<file path="src/rtl/fcsr_pkg.sv">
package fcsr_pkg;
  parameter int unsigned XLEN   = 32;
  parameter int unsigned RM_W   = 3;
  parameter int unsigned FLG_W  = 5;
  parameter int unsigned EXP_W  = 8;
  parameter int unsigned MAN_W  = 23;

  localparam int unsigned IMPL_W = RM_W + FLG_W;
  localparam int unsigned RM_LSB = FLG_W;

  // flag bit positions inside the flag field
  localparam int unsigned FLG_NX = 0;
  localparam int unsigned FLG_UF = 1;
  localparam int unsigned FLG_OF = 2;
  localparam int unsigned FLG_DZ = 3;
  localparam int unsigned FLG_NV = 4;

  localparam logic [RM_W-1:0] RM_DYN       = 3'd7;
  localparam logic [RM_W-1:0] RM_FIRST_BAD = 3'd5;

  localparam logic [XLEN-1:0] CANON_NAN = 32'h7fc0_0000;

  typedef enum logic [1:0] {
    OP_READ = 2'd0,
    OP_SWAP = 2'd1,
    OP_SET  = 2'd2,
    OP_CLR  = 2'd3
  } csr_op_e;

  typedef enum logic [1:0] {
    TGT_ALL  = 2'd0,
    TGT_RM   = 2'd1,
    TGT_FLG  = 2'd2,
    TGT_NONE = 2'd3
  } csr_tgt_e;
endpackage

</file>
<file path="src/rtl/fcsr_field_update.sv">
module fcsr_field_update #(
  parameter int unsigned W = 3
) (
  input  logic             hit_i,
  input  fcsr_pkg::csr_op_e op_i,
  input  logic [W-1:0]     mask_i,
  input  logic [W-1:0]     cur_i,
  output logic [W-1:0]     nxt_o,
  output logic             mod_o
);
  import fcsr_pkg::*;

  always_comb begin
    nxt_o = cur_i;
    mod_o = 1'b0;
    if (hit_i) begin
      unique case (op_i)
        OP_SWAP: begin nxt_o = mask_i;          mod_o = 1'b1; end
        OP_SET:  begin nxt_o = cur_i | mask_i;  mod_o = 1'b1; end
        OP_CLR:  begin nxt_o = cur_i & ~mask_i; mod_o = 1'b1; end
        default: nxt_o = cur_i;
      endcase
    end
  end
endmodule

</file>
<file path="src/rtl/fcsr_rm_resolve.sv">
module fcsr_rm_resolve #(
  parameter int unsigned RM_W = fcsr_pkg::RM_W
) (
  input  logic [RM_W-1:0] inst_rm_i,
  input  logic [RM_W-1:0] frm_i,
  output logic [RM_W-1:0] eff_rm_o,
  output logic            bad_o
);
  import fcsr_pkg::*;

  always_comb begin
    eff_rm_o = (inst_rm_i == RM_DYN) ? frm_i : inst_rm_i;
    bad_o    = (eff_rm_o >= RM_FIRST_BAD);
  end

  always_comb begin
    if (inst_rm_i < RM_FIRST_BAD)
      AST_STATIC_LEGAL: assert (!bad_o && eff_rm_o == inst_rm_i);
  end
endmodule

</file>
<file path="src/rtl/fcsr_nan_canon.sv">
module fcsr_nan_canon #(
  parameter int unsigned EXP_W = fcsr_pkg::EXP_W,
  parameter int unsigned MAN_W = fcsr_pkg::MAN_W,
  localparam int unsigned DW   = 1 + EXP_W + MAN_W
) (
  input  logic [DW-1:0] res_i,
  output logic [DW-1:0] res_o
);
  logic [EXP_W-1:0] exp_f;
  logic [MAN_W-1:0] man_f;
  logic             is_nan;
  logic [DW-1:0]    canon;

  assign exp_f  = res_i[DW-2 -: EXP_W];
  assign man_f  = res_i[MAN_W-1:0];
  assign is_nan = (&exp_f) && (|man_f);
  // sign 0, exponent all ones, only the quiet bit of the significand
  assign canon  = {1'b0, {EXP_W{1'b1}}, 1'b1, {(MAN_W-1){1'b0}}};
  assign res_o  = is_nan ? canon : res_i;

  always_comb begin
    if (is_nan)
      AST_NAN_QUIET: assert (res_o[MAN_W-1] && !res_o[DW-1] && res_o[MAN_W-2:0] == '0);
  end
endmodule

</file>
<file path="src/rtl/fp_csr_unit.sv">
module fp_csr_unit
  import fcsr_pkg::*;
(
  input  logic             clk_i,
  input  logic             rst_ni,
  input  logic             csr_req_i,
  input  logic [1:0]       csr_tgt_i,
  input  logic [1:0]       csr_op_i,
  input  logic [XLEN-1:0]  csr_wdata_i,
  output logic [XLEN-1:0]  csr_rdata_o,
  input  logic             exc_valid_i,
  input  logic [FLG_W-1:0] exc_flags_i,
  input  logic [RM_W-1:0]  inst_rm_i,
  output logic [RM_W-1:0]  eff_rm_o,
  output logic             rm_bad_o,
  input  logic [XLEN-1:0]  res_i,
  output logic [XLEN-1:0]  res_o,
  output logic [RM_W-1:0]  frm_o,
  output logic [FLG_W-1:0] fflags_o
);
  csr_op_e  op;
  csr_tgt_e tgt;
  logic [RM_W-1:0]  rm_q, rm_nxt, rm_mask;
  logic [FLG_W-1:0] flg_q, flg_nxt, flg_mask, exc_in;
  logic             rm_hit, flg_hit, rm_mod, flg_mod;

  assign op  = csr_op_e'(csr_op_i);
  assign tgt = csr_tgt_e'(csr_tgt_i);

  assign rm_hit   = csr_req_i && (tgt == TGT_ALL || tgt == TGT_RM);
  assign flg_hit  = csr_req_i && (tgt == TGT_ALL || tgt == TGT_FLG);
  assign rm_mask  = (tgt == TGT_ALL) ? csr_wdata_i[RM_LSB +: RM_W] : csr_wdata_i[RM_W-1:0];
  assign flg_mask = csr_wdata_i[FLG_W-1:0];

  // one update slice per field
  for (genvar g = 0; g < 2; g++) begin : g_field
    if (g == 0) begin : g_rm
      fcsr_field_update #(.W(RM_W)) i_upd (
        .hit_i (rm_hit), .op_i (op), .mask_i (rm_mask),
        .cur_i (rm_q), .nxt_o (rm_nxt), .mod_o (rm_mod)
      );
    end else begin : g_flg
      fcsr_field_update #(.W(FLG_W)) i_upd (
        .hit_i (flg_hit), .op_i (op), .mask_i (flg_mask),
        .cur_i (flg_q), .nxt_o (flg_nxt), .mod_o (flg_mod)
      );
    end
  end

  assign exc_in = exc_valid_i ? exc_flags_i : '0;

  always_ff @(posedge clk_i or negedge rst_ni) begin
    if (!rst_ni) begin
      rm_q  <= '0;
      flg_q <= '0;
    end else begin
      rm_q  <= rm_nxt;
      flg_q <= flg_nxt | exc_in;
    end
  end

  always_comb begin
    csr_rdata_o = '0;
    if (csr_req_i) begin
      unique case (tgt)
        TGT_ALL:  csr_rdata_o[IMPL_W-1:0] = {rm_q, flg_q};
        TGT_RM:   csr_rdata_o[RM_W-1:0]   = rm_q;
        TGT_FLG:  csr_rdata_o[FLG_W-1:0]  = flg_q;
        default:  csr_rdata_o = '0;
      endcase
    end
  end

  assign frm_o    = rm_q;
  assign fflags_o = flg_q;

  fcsr_rm_resolve #(.RM_W(RM_W)) i_rm_resolve (
    .inst_rm_i (inst_rm_i), .frm_i (rm_q),
    .eff_rm_o  (eff_rm_o),  .bad_o (rm_bad_o)
  );

  fcsr_nan_canon #(.EXP_W(EXP_W), .MAN_W(MAN_W)) i_nan_canon (
    .res_i (res_i), .res_o (res_o)
  );

  AST_UPPER_ZERO: assert property (@(posedge clk_i) disable iff (!rst_ni)
    (csr_req_i && |csr_wdata_i[XLEN-1:IMPL_W]) |=> csr_rdata_o[XLEN-1:IMPL_W] == '0);
  AST_RM_STABLE: assert property (@(posedge clk_i) disable iff (!rst_ni)
    !rm_mod |=> $stable(frm_o));
  AST_FLG_STICKY: assert property (@(posedge clk_i) disable iff (!rst_ni)
    !flg_mod |=> (fflags_o & $past(fflags_o)) == $past(fflags_o));
  AST_EXC_MERGE: assert property (@(posedge clk_i) disable iff (!rst_ni)
    exc_valid_i |=> (fflags_o & $past(exc_flags_i)) == $past(exc_flags_i));
  AST_IDLE_RDATA: assert property (@(posedge clk_i) disable iff (!rst_ni)
    !csr_req_i |-> csr_rdata_o == '0);
endmodule

</file>
<file path="config.mk">
export PLATFORM = sky130hd
export DESIGN_NAME = fp_csr_unit
export DESIGN_NICKNAME = d
export VERILOG_FILES = /design/src/rtl/fcsr_pkg.sv /design/src/rtl/fcsr_field_update.sv /design/src/rtl/fcsr_rm_resolve.sv /design/src/rtl/fcsr_nan_canon.sv /design/src/rtl/fp_csr_unit.sv
export SDC_FILE = /design/constraint.sdc
export NUM_CORES = 1
export LEC_CHECK = 0
export ABC_CLOCK_PERIOD_IN_PS = 1300
export BUFFER_PORTS_ARGS = -buffer_cell sky130_fd_sc_hd__buf_2
export CAP_MARGIN = 20
export CORE_MARGIN = 2
export CORE_UTILIZATION = 29
export DETAILED_ROUTE_END_ITERATION = 8
export MAX_ROUTING_LAYER = met4
export PLACE_DENSITY = 0.76
export SLEW_MARGIN = 20
export SYNTH_ARGS = -nofsm -noshare
export SYNTH_HDL_FRONTEND = slang
export SYNTH_SLANG_ARGS = --single-unit
export TNS_END_PERCENT = 10
</file>
<file path="constraint.sdc">
create_clock -name clk_i -period 1.3 [get_ports clk_i]
set_input_delay 0.26 -clock clk_i [delete_from_list [all_inputs] [get_ports clk_i]]
set_output_delay 0.26 -clock clk_i [all_outputs]
set_load 0.005 [all_outputs]
</file>
# After elaboration in Yosys (flattened, before gate mapping)
# Index checks and enable logic that the tools add are counted.
dict set report totals {
  ff_bits 8
  in_bits 80
  out_inout_bits 76
  elab_cells 38
}
dict set report classes {
  n_lt_le_gt_ge 1
  n_eq_ne 6
  n_mux 11
  n_bitwise 7
  reduce_logical 11
}
# cell n
set ops {}
lappend ops {{32-bit two-way mux} 1}
lappend ops {{23-bit OR reduction} 1}
lappend ops {{5-bit case mux with 3 select lines} 1}
lappend ops {{5-bit two-way mux} 2}
lappend ops {{5-bit bitwise OR} 2}
lappend ops {{3-bit two-way mux} 3}
lappend ops {{3-bit case mux with 3 select lines} 1}
lappend ops {{8-bit two-way mux} 1}
lappend ops {{8-bit AND reduction} 1}
lappend ops {{2-bit == test, second input constant} 3}
lappend ops {{3-bit case mux with 2 select lines} 1}
lappend ops {{5-bit bitwise AND} 1}
lappend ops {{5-bit inverter} 1}
lappend ops {{2-bit by 1-bit == test with 1-bit output, second input constant} 2}
lappend ops {{3-bit bitwise AND} 1}
lappend ops {{3-bit == test, second input constant} 1}
lappend ops {{3-bit >= comparator, second input constant} 1}
lappend ops {{1-bit logical AND} 3}
lappend ops {{3-bit inverter} 1}
lappend ops {{3-bit bitwise OR} 1}
lappend ops {{3-bit nonzero test} 1}
lappend ops {{2-bit zero test} 1}
lappend ops {{1-bit logical OR} 2}
lappend ops {{2-bit two-way mux} 1}
lappend ops {{2 further kinds} 2}

# Depth between registers and ports, before layout
# Gate-level depths: netlist of the first run.
dict set report logic_depth {
  ltp_word 5
  ltp_mapped 5
  mapped_depth_nobuf 3
}

# By module
# A second synthesis of the first run with hierarchy kept.
dict set report unflattened {
  cells_unflattened 139
  area_unflattened_um2 1179.9
}
# module instances cells_per_inst area_each_um2 seq_area_each_um2
set by_module_without_submodules {}
lappend by_module_without_submodules {fp_csr_unit 1 53 579.3 200.2}
lappend by_module_without_submodules {fcsr_nan_canon 1 47 285.3 0.0}
lappend by_module_without_submodules {{fcsr_field_update (g_field[1].g_flg.i_upd)} 1 18 160.2 0.0}
lappend by_module_without_submodules {{fcsr_field_update (g_field[0].g_rm.i_upd)} 1 12 105.1 0.0}
lappend by_module_without_submodules {fcsr_rm_resolve 1 9 50.0 0.0}

# Worst setup path before layout of the first run
# OpenSTA, ideal clock, no wires.
dict set report synth_timing {
  kind {input to output}
  start {input res_i[4]}
  end {output res_o[31]}
  t_arrival_ns 1.066
  required_ns 1.040
  path_slack_ns -0.026
  path_stages 3
  path_buffers 0
  path_cell_list {or4_4 -> nor3_2 -> o2bb2ai_1}
}
dict set report synth_via {
  elab_chain_cells 3
}
# element line_no
set synth_lines {}
lappend synth_lines {{start, declared} fp_csr_unit.sv:16} ;# input logic [XLEN-1:0] res_i,
lappend synth_lines {{23-bit OR reduction} fcsr_nan_canon.sv:16} ;# assign is_nan = (&exp_f) && (|man_f);
lappend synth_lines {{1-bit logical AND} fcsr_nan_canon.sv:16}
lappend synth_lines {{32-bit two-way mux} fcsr_nan_canon.sv:19} ;# assign res_o = is_nan ? canon : res_i;
lappend synth_lines {{end, declared} fp_csr_unit.sv:17} ;# output logic [XLEN-1:0] res_o,
# No other way between the ends.

# Worst setup path in the final report of the first run
dict set report layout_timing {
  start {input res_i[11]}
  end {output res_o[31]}
}
# The elaborated chain is that of the path after synthesis.

==> metrics.csv, run 1 <==
stage,metric,value,unit
status,outcome,"complete, but fails checks",
status,failing checks,setup timing,
power,"Power, Total",1.177,mW
synthesis,Post-Synthesis Cells,159,
synthesis,synth top area cells,"dfrtp_1 17%, buf_4 16%, nor2b_1 15%, a31oi_1 3.7%, xor2_1 3.7%",
synthesis,asr flop ratio synth,100.0,%
routing,DRT Pass-1 Iters,4,
power,Leak,0.9903,nW
timing,hold_ws,0.2436,ns
power,Cell Pwr Density,633.7,nW/µm²
clock_network,clock slew at reported path FFs,0.04,ns
routing,WL per Instance,12.76,µm
critical_path,Worst setup SP type,input port,
final_layout,"commonest cells after routing, fill and taps aside","100 x buf_2, 27 x nor2b_1, 24 x conb_1",
timing,Final Hold Viols,0,
timing,Final Cycle Share,122.4,%
place,DPL Wire Length,3.342,mm
final_layout,layout cells sized above 1,52.83,%
place,routability cong.,0.7980,
min_path,worst hold path type,in2reg,
power,maximum vdd drop,362.1,µV
timing,"Worst Setup Slack, final",-0.2913,ns
grt,initial antenna violation count,0,
synthesis,Yosys reg bits,8,
final_layout,"commonest non-fill, non-tap cell in the layout",buf_2,
final_layout,Final Instance Area,1857,µm²
critical_path,critical path data arrival time,1.33,ns
final_layout,Area Growth Syn to Fin,56.05,%
critical_path,crit-path cells,buf_6 -> or4_4 -> nor3_4 -> o2bb2ai_1 -> buf_2,
critical_path,critical path depth,5,
routing,Vias,1456,
grt,GRT overflow,0,
die,Core Region,3971,µm²
clock_network,H-tree level count,1,
timing,max-slew violation count,0,
timing,Fmax,628.4,MHz
die,Chip Width,68.06,µm
synthesis,library cells used by synthesis,36,
final_layout,Layout Nets,347,
min_path,Hold Path Stages,3,
routing,first-iteration detailed-routing DRC count,30,
clock_network,CTS Root Cell,clkbuf_8,
critical_path,Crit. End Element,output port,
place,Port Buffers,107,
grt,vias in the first global route,1201,
synthesis,mean area per synthesized cell,7.484,µm²
critical_path,Reg2Reg Depth,3,
critical_path,CP max FO,2,
synthesis,Mapped Area,1190,µm²
run,Max Cap Violations,0,
clock_network,Max Buffers Root-to-Sink,2,
routing,Detail Route Antenna Nets,0,
critical_path,"delay-heaviest family, CP",simple AND/OR/NAND/NOR gates,
grt,first-pass GRT wire length,5.257,mm
synthesis,Post-synth EDFFs,0,
clock_network,CTS tree,done,
timing,final setup TNS,-0.7254,ns
clock_network,clock buffer count from CTS,3,
critical_path,crit-path max cell delay,0.55,ns
die,die area,4631,µm²
grt,largest net degree at the start of global routing,14,
timing,min cycle time layout,1.591,ns
clock_network,Clock Latency Late Sink,0.23,ns
synthesis,post-synthesis sequential area ratio,16.82,%
critical_path,Worst EP required,1.04,ns
die,floorplan die height,68.06,µm
final_layout,# diodes,0,
clock_network,clock sinks,8,
die,FP Rows,23,
die,initial core utilization,29.96,%
critical_path,slowest stage cell on the critical path,or4_4,
grt,Total GRT Usage,15.57,%
critical_path,WP buf/inv,2,
timing,RSZ-0062 raised after global routing,true,
place,"Cell Area, Placed",1713,µm²
routing,drc violations,0,
synthesis,cell taking the most area after synthesis,dfrtp_1,
timing,final setup fails,6,
critical_path,worst setup path category,in2out,
routing,Detailed Route WL,4.019,mm
synthesis,Yosys top cell area share,16.82,%
synthesis,Synth Warn #,0,
timing,post-route clock skew,0,ns
synthesis,top_reg_cell synth,dfrtp_1,
routing,via-per-instance ratio,4.622,
die,io pins,156,
## state kept, by name (all words and copies together) (netlist names)
register	count
frm_o	3
fflags_o	5
## final cells by class
type / count / area (µm²)
timing repair buffer: 119 / 675.6
multi-input combinational: 129 / 854.6
tap: 50 / 62.56
clock buffer: 3 / 41.29
sequential: 8 / 200.2
inverter: 6 / 22.52
fill: 411 / 2115
## where the power goes
group	switching [mW]	total, mW	internal, mW
clock	0.102	0.303	0.201
combinational	0.266	0.553	0.287
sequential	0.0338	0.321	0.287
## kinds of logic (layout without fill, tap and decap cells)
family          after synthesis  after routing  share of synthesized area [%]
simple gates                 69             69                          37.12
buf+inv                      45            128                          22.71
compound gates               31             31                          19.35
flops                         8              8                          16.82
xor+xnor                      5              5                          3.680
other cells                   1             24                         0.3152
## through the flow
| stage | std cells | worst slack [ns] | utilization, % |
|---|---|---|---|
| global route | 315 | -0.3265 | 46.75 |
| detailed placement | 311 | -0.2826 | 43.13 |
| CTS | 315 | -0.2735 | 44.74 |
| global placement | 311 | -0.2582 | 43.13 |
| finish | 315 | -0.2913 | 46.75 |
| floorplan | 182 | -0.02538 | - |
## tightest hold or removal path, cell delays in order
cell and delay [ns]:
buf_2 0.07, nand2_1 0.04, o21ai_1 0.06
## layer usage
layer	routed length, µm	global-route usage [%]	vias up
met2	2101	28.40	86
met5	0	-	-
met1	1454	17.00	660
li1	-	-	703
met3	396	1.316	7
met4	67	7.250	0
## worst paths after layout
kind | endpoint | startpoint | slack, ns
worst min-delay path | fflags_o[2] | exc_flags_i[2] | 0.24
min in group asynchronous | frm_o[1] | rst_ni | 0.42
worst max-delay path | res_o[31] | res_i[11] | -0.29
max in group asynchronous | fflags_o[3] | rst_ni | 0.72
worst min register to register | fflags_o[1] | fflags_o[1] | 0.56
worst max register to register | frm_o[0] | frm_o[0] | 0.49
## cells in the mapped netlist (2+ instances only)
cell type	n
o21ba_1	3
nand2_1	5
and3_1	3
nor3b_2	3
clkbuf_1	8
o21a_1	4
o21ai_1	5
a21oi_1	3
nand4_1	2
xor2_1	5
nor3_1	4
o211ai_1	3
a31oi_1	7
nor2b_2	2
buf_4	25
nor2b_1	29
buf_2	6
a211oi_2	3
nor2_1	7
and2_1	2
inv_1	6
dfrtp_1	8
nor4_1	3
## timing repair
action / CTS / global route
endpoints found under the hold margin: 8 / 0
hold buffers: 1 / 0
setup endpoints to repair: 8 / 32
pin swaps: 5 / 5
buffers inserted: 0 / 0
resized for setup: 3 / 15
No activity file was read; power rests on OpenSTA's default activity.
==> run 2: changes to the inputs <==
==> constraint.sdc (replaced) <==
create_clock -name clk_i -period 1.3 [get_ports clk_i]
set_input_delay 0.26 -clock clk_i [delete_from_list [all_inputs] [get_ports clk_i]]
set_output_delay 0.26 -clock clk_i [all_outputs]
set_load 0.1 [all_outputs]
==> run 2 against run 1 <==
  * The flow still finishes with violations (setup timing)
  * Clock power up 5%
  * Cell area increased by 70%
  * Clock-buffer cell count up 1
  * Combinational power increased to 4.4 times the previous value
  * Critical path depth unchanged
  * Sequential power rose by 7.5%
  * Register-to-register slack got worse by 0.18 ns
  * Critical path type unchanged
  * Largest cell class is now non-clock buffers
==> metrics.csv, run 2 (synthesized netlist as in run 1, its figures left out) <==
stage,metric,value,unit
place,routability cong.,0.8506,
timing,Fmax,582.3,MHz
critical_path,critical path data arrival time,1.46,ns
power,maximum vdd drop,521.5,µV
min_path,Hold Path Stages,3,
timing,final setup fails,34,
timing,min cycle time layout,1.717,ns
power,Cell Pwr Density,975.5,nW/µm²
place,Port Buffers,107,
routing,Detailed Route WL,5.940,mm
grt,GRT overflow,0,
critical_path,CP max FO,2,
power,"Power, Total",3.079,mW
clock_network,clock slew at reported path FFs,0.04,ns
routing,Vias,1598,
grt,largest net degree at the start of global routing,12,
final_layout,"commonest non-fill, non-tap cell in the layout",buf_12,
min_path,worst hold path type,in2reg,
die,initial core utilization,29.96,%
die,die area,4631,µm²
final_layout,Layout Utilization,79.49,%
timing,Final Hold Viols,0,
routing,Detail Route Antenna Nets,0,
clock_network,CTS Root Cell,clkbuf_8,
run,Max Cap Violations,0,
clock_network,H-tree level count,1,
final_layout,layout cells sized above 1,70.59,%
clock_network,Max Buffers Root-to-Sink,2,
final_layout,Largest register FFs,5,
timing,post-route clock skew,0,ns
critical_path,Reg2Reg Depth,3,
die,Core Region,3971,µm²
place,DPL Wire Length,4.318,mm
grt,vias in the first global route,1760,
final_layout,# diodes,0,
routing,drc violations,0,
die,FP Rows,23,
final_layout,Finished Layout Cells,339,
die,Chip Width,68.06,µm
critical_path,Crit. End Element,output port,
die,io pins,156,
routing,WL per Instance,17.52,µm
die,floorplan die height,68.06,µm
clock_network,CTS tree,done,
final_layout,Layout Nets,370,
place,DP Worst Slack,-0.4113,ns
critical_path,worst setup path category,in2out,
timing,max-slew violation count,0,
routing,first-iteration detailed-routing DRC count,42,
status,outcome,"complete, but fails checks",
timing,"Worst Setup Slack, final",-0.4174,ns
critical_path,Worst setup SP type,input port,
routing,DRT Pass-1 Iters,4,
grt,initial antenna violation count,0,
final_layout,"commonest cells after routing, fill and taps aside","53 x buf_12, 45 x buf_2, 24 x conb_1",
status,failing checks,setup timing,
grt,first-pass GRT wire length,8.452,mm
routing,via-per-instance ratio,4.714,
critical_path,Worst EP required,1.04,ns
place,placed cells,333,
final_layout,Area Growth Syn to Fin,165.3,%
clock_network,clock sinks,8,
grt,Total GRT Usage,25.84,%
timing,Final Cycle Share,132.1,%
timing,RSZ-0062 raised after global routing,true,
clock_network,clock buffer count from CTS,3,
clock_network,Clock Latency Late Sink,0.23,ns
power,Leak,1.536,nW
## run 2: cell types whose count changed in the layout (fill, tap and decap cells not counted), sizes merged
| cell | delta |
|---|---|
| buf | +22 |
| clkbuf | +2 |
## run 2: final timing paths
kind / endpoint / start / slack (ns)
worst max-delay path: res_o[31] / res_i[5] / -0.42
worst max register to register: fflags_o[0] / fflags_o[0] / 0.31
worst min-delay path: fflags_o[3] / exc_flags_i[3] / 0.26
max in group asynchronous: frm_o[1] / rst_ni / 0.69
min in group asynchronous: fflags_o[0] / rst_ni / 0.42
worst min register to register: fflags_o[3] / fflags_o[3] / 0.65
## run 2: per-layer routing
metal	global-route usage, %	up-vias	wire, µm
met3	3.289	17	235
met2	50.73	74	3681
li1	-	750	-
met1	24.58	757	1813
met5	-	-	0
met4	12.00	0	210
## run 2: through the flow
step	setup TNS (ns)	cell area, µm²	hold WS [ns]
floorplan	-14.97	1436	-0.03559
finish	-5.632	3157	0.2588
CTS	-4.983	3075	0.2568
global placement	-3.757	2810	0.09916
global route	-6.804	3157	0.2945
detailed placement	-4.953	2810	0.1078
## run 2: repair_timing
action,CTS,global route
setup buffers,0,1
hold endpoints to repair,8,0
resized for setup,45,16
hold buffers,1,0
endpoints found under the setup margin,36,37
pin swaps,7,2
## run 2: report_power, final
group | switching, mW | internal [mW] | total (mW)
registers | 0.0411 | 0.304 | 0.345
clock network | 0.105 | 0.213 | 0.319
logic | 1.60 | 0.820 | 2.42
## run 2: layout make-up
| type | count | area (µm²) |
|---|---|---|
| tap | 50 | 62.56 |
| sequential | 8 | 215.2 |
| inverter | 6 | 27.53 |
| timing repair buffer | 142 | 1694 |
| multi-input combinational | 129 | 1112 |
| clock buffer | 4 | 45.04 |
| fill | 223 | 814.5 |
## run 2: critical path: stages
cell	delay [ns]
buf_6	0.10
or4_4	0.56
nor3_4	0.18
o2bb2ai_2	0.15
buf_12	0.20
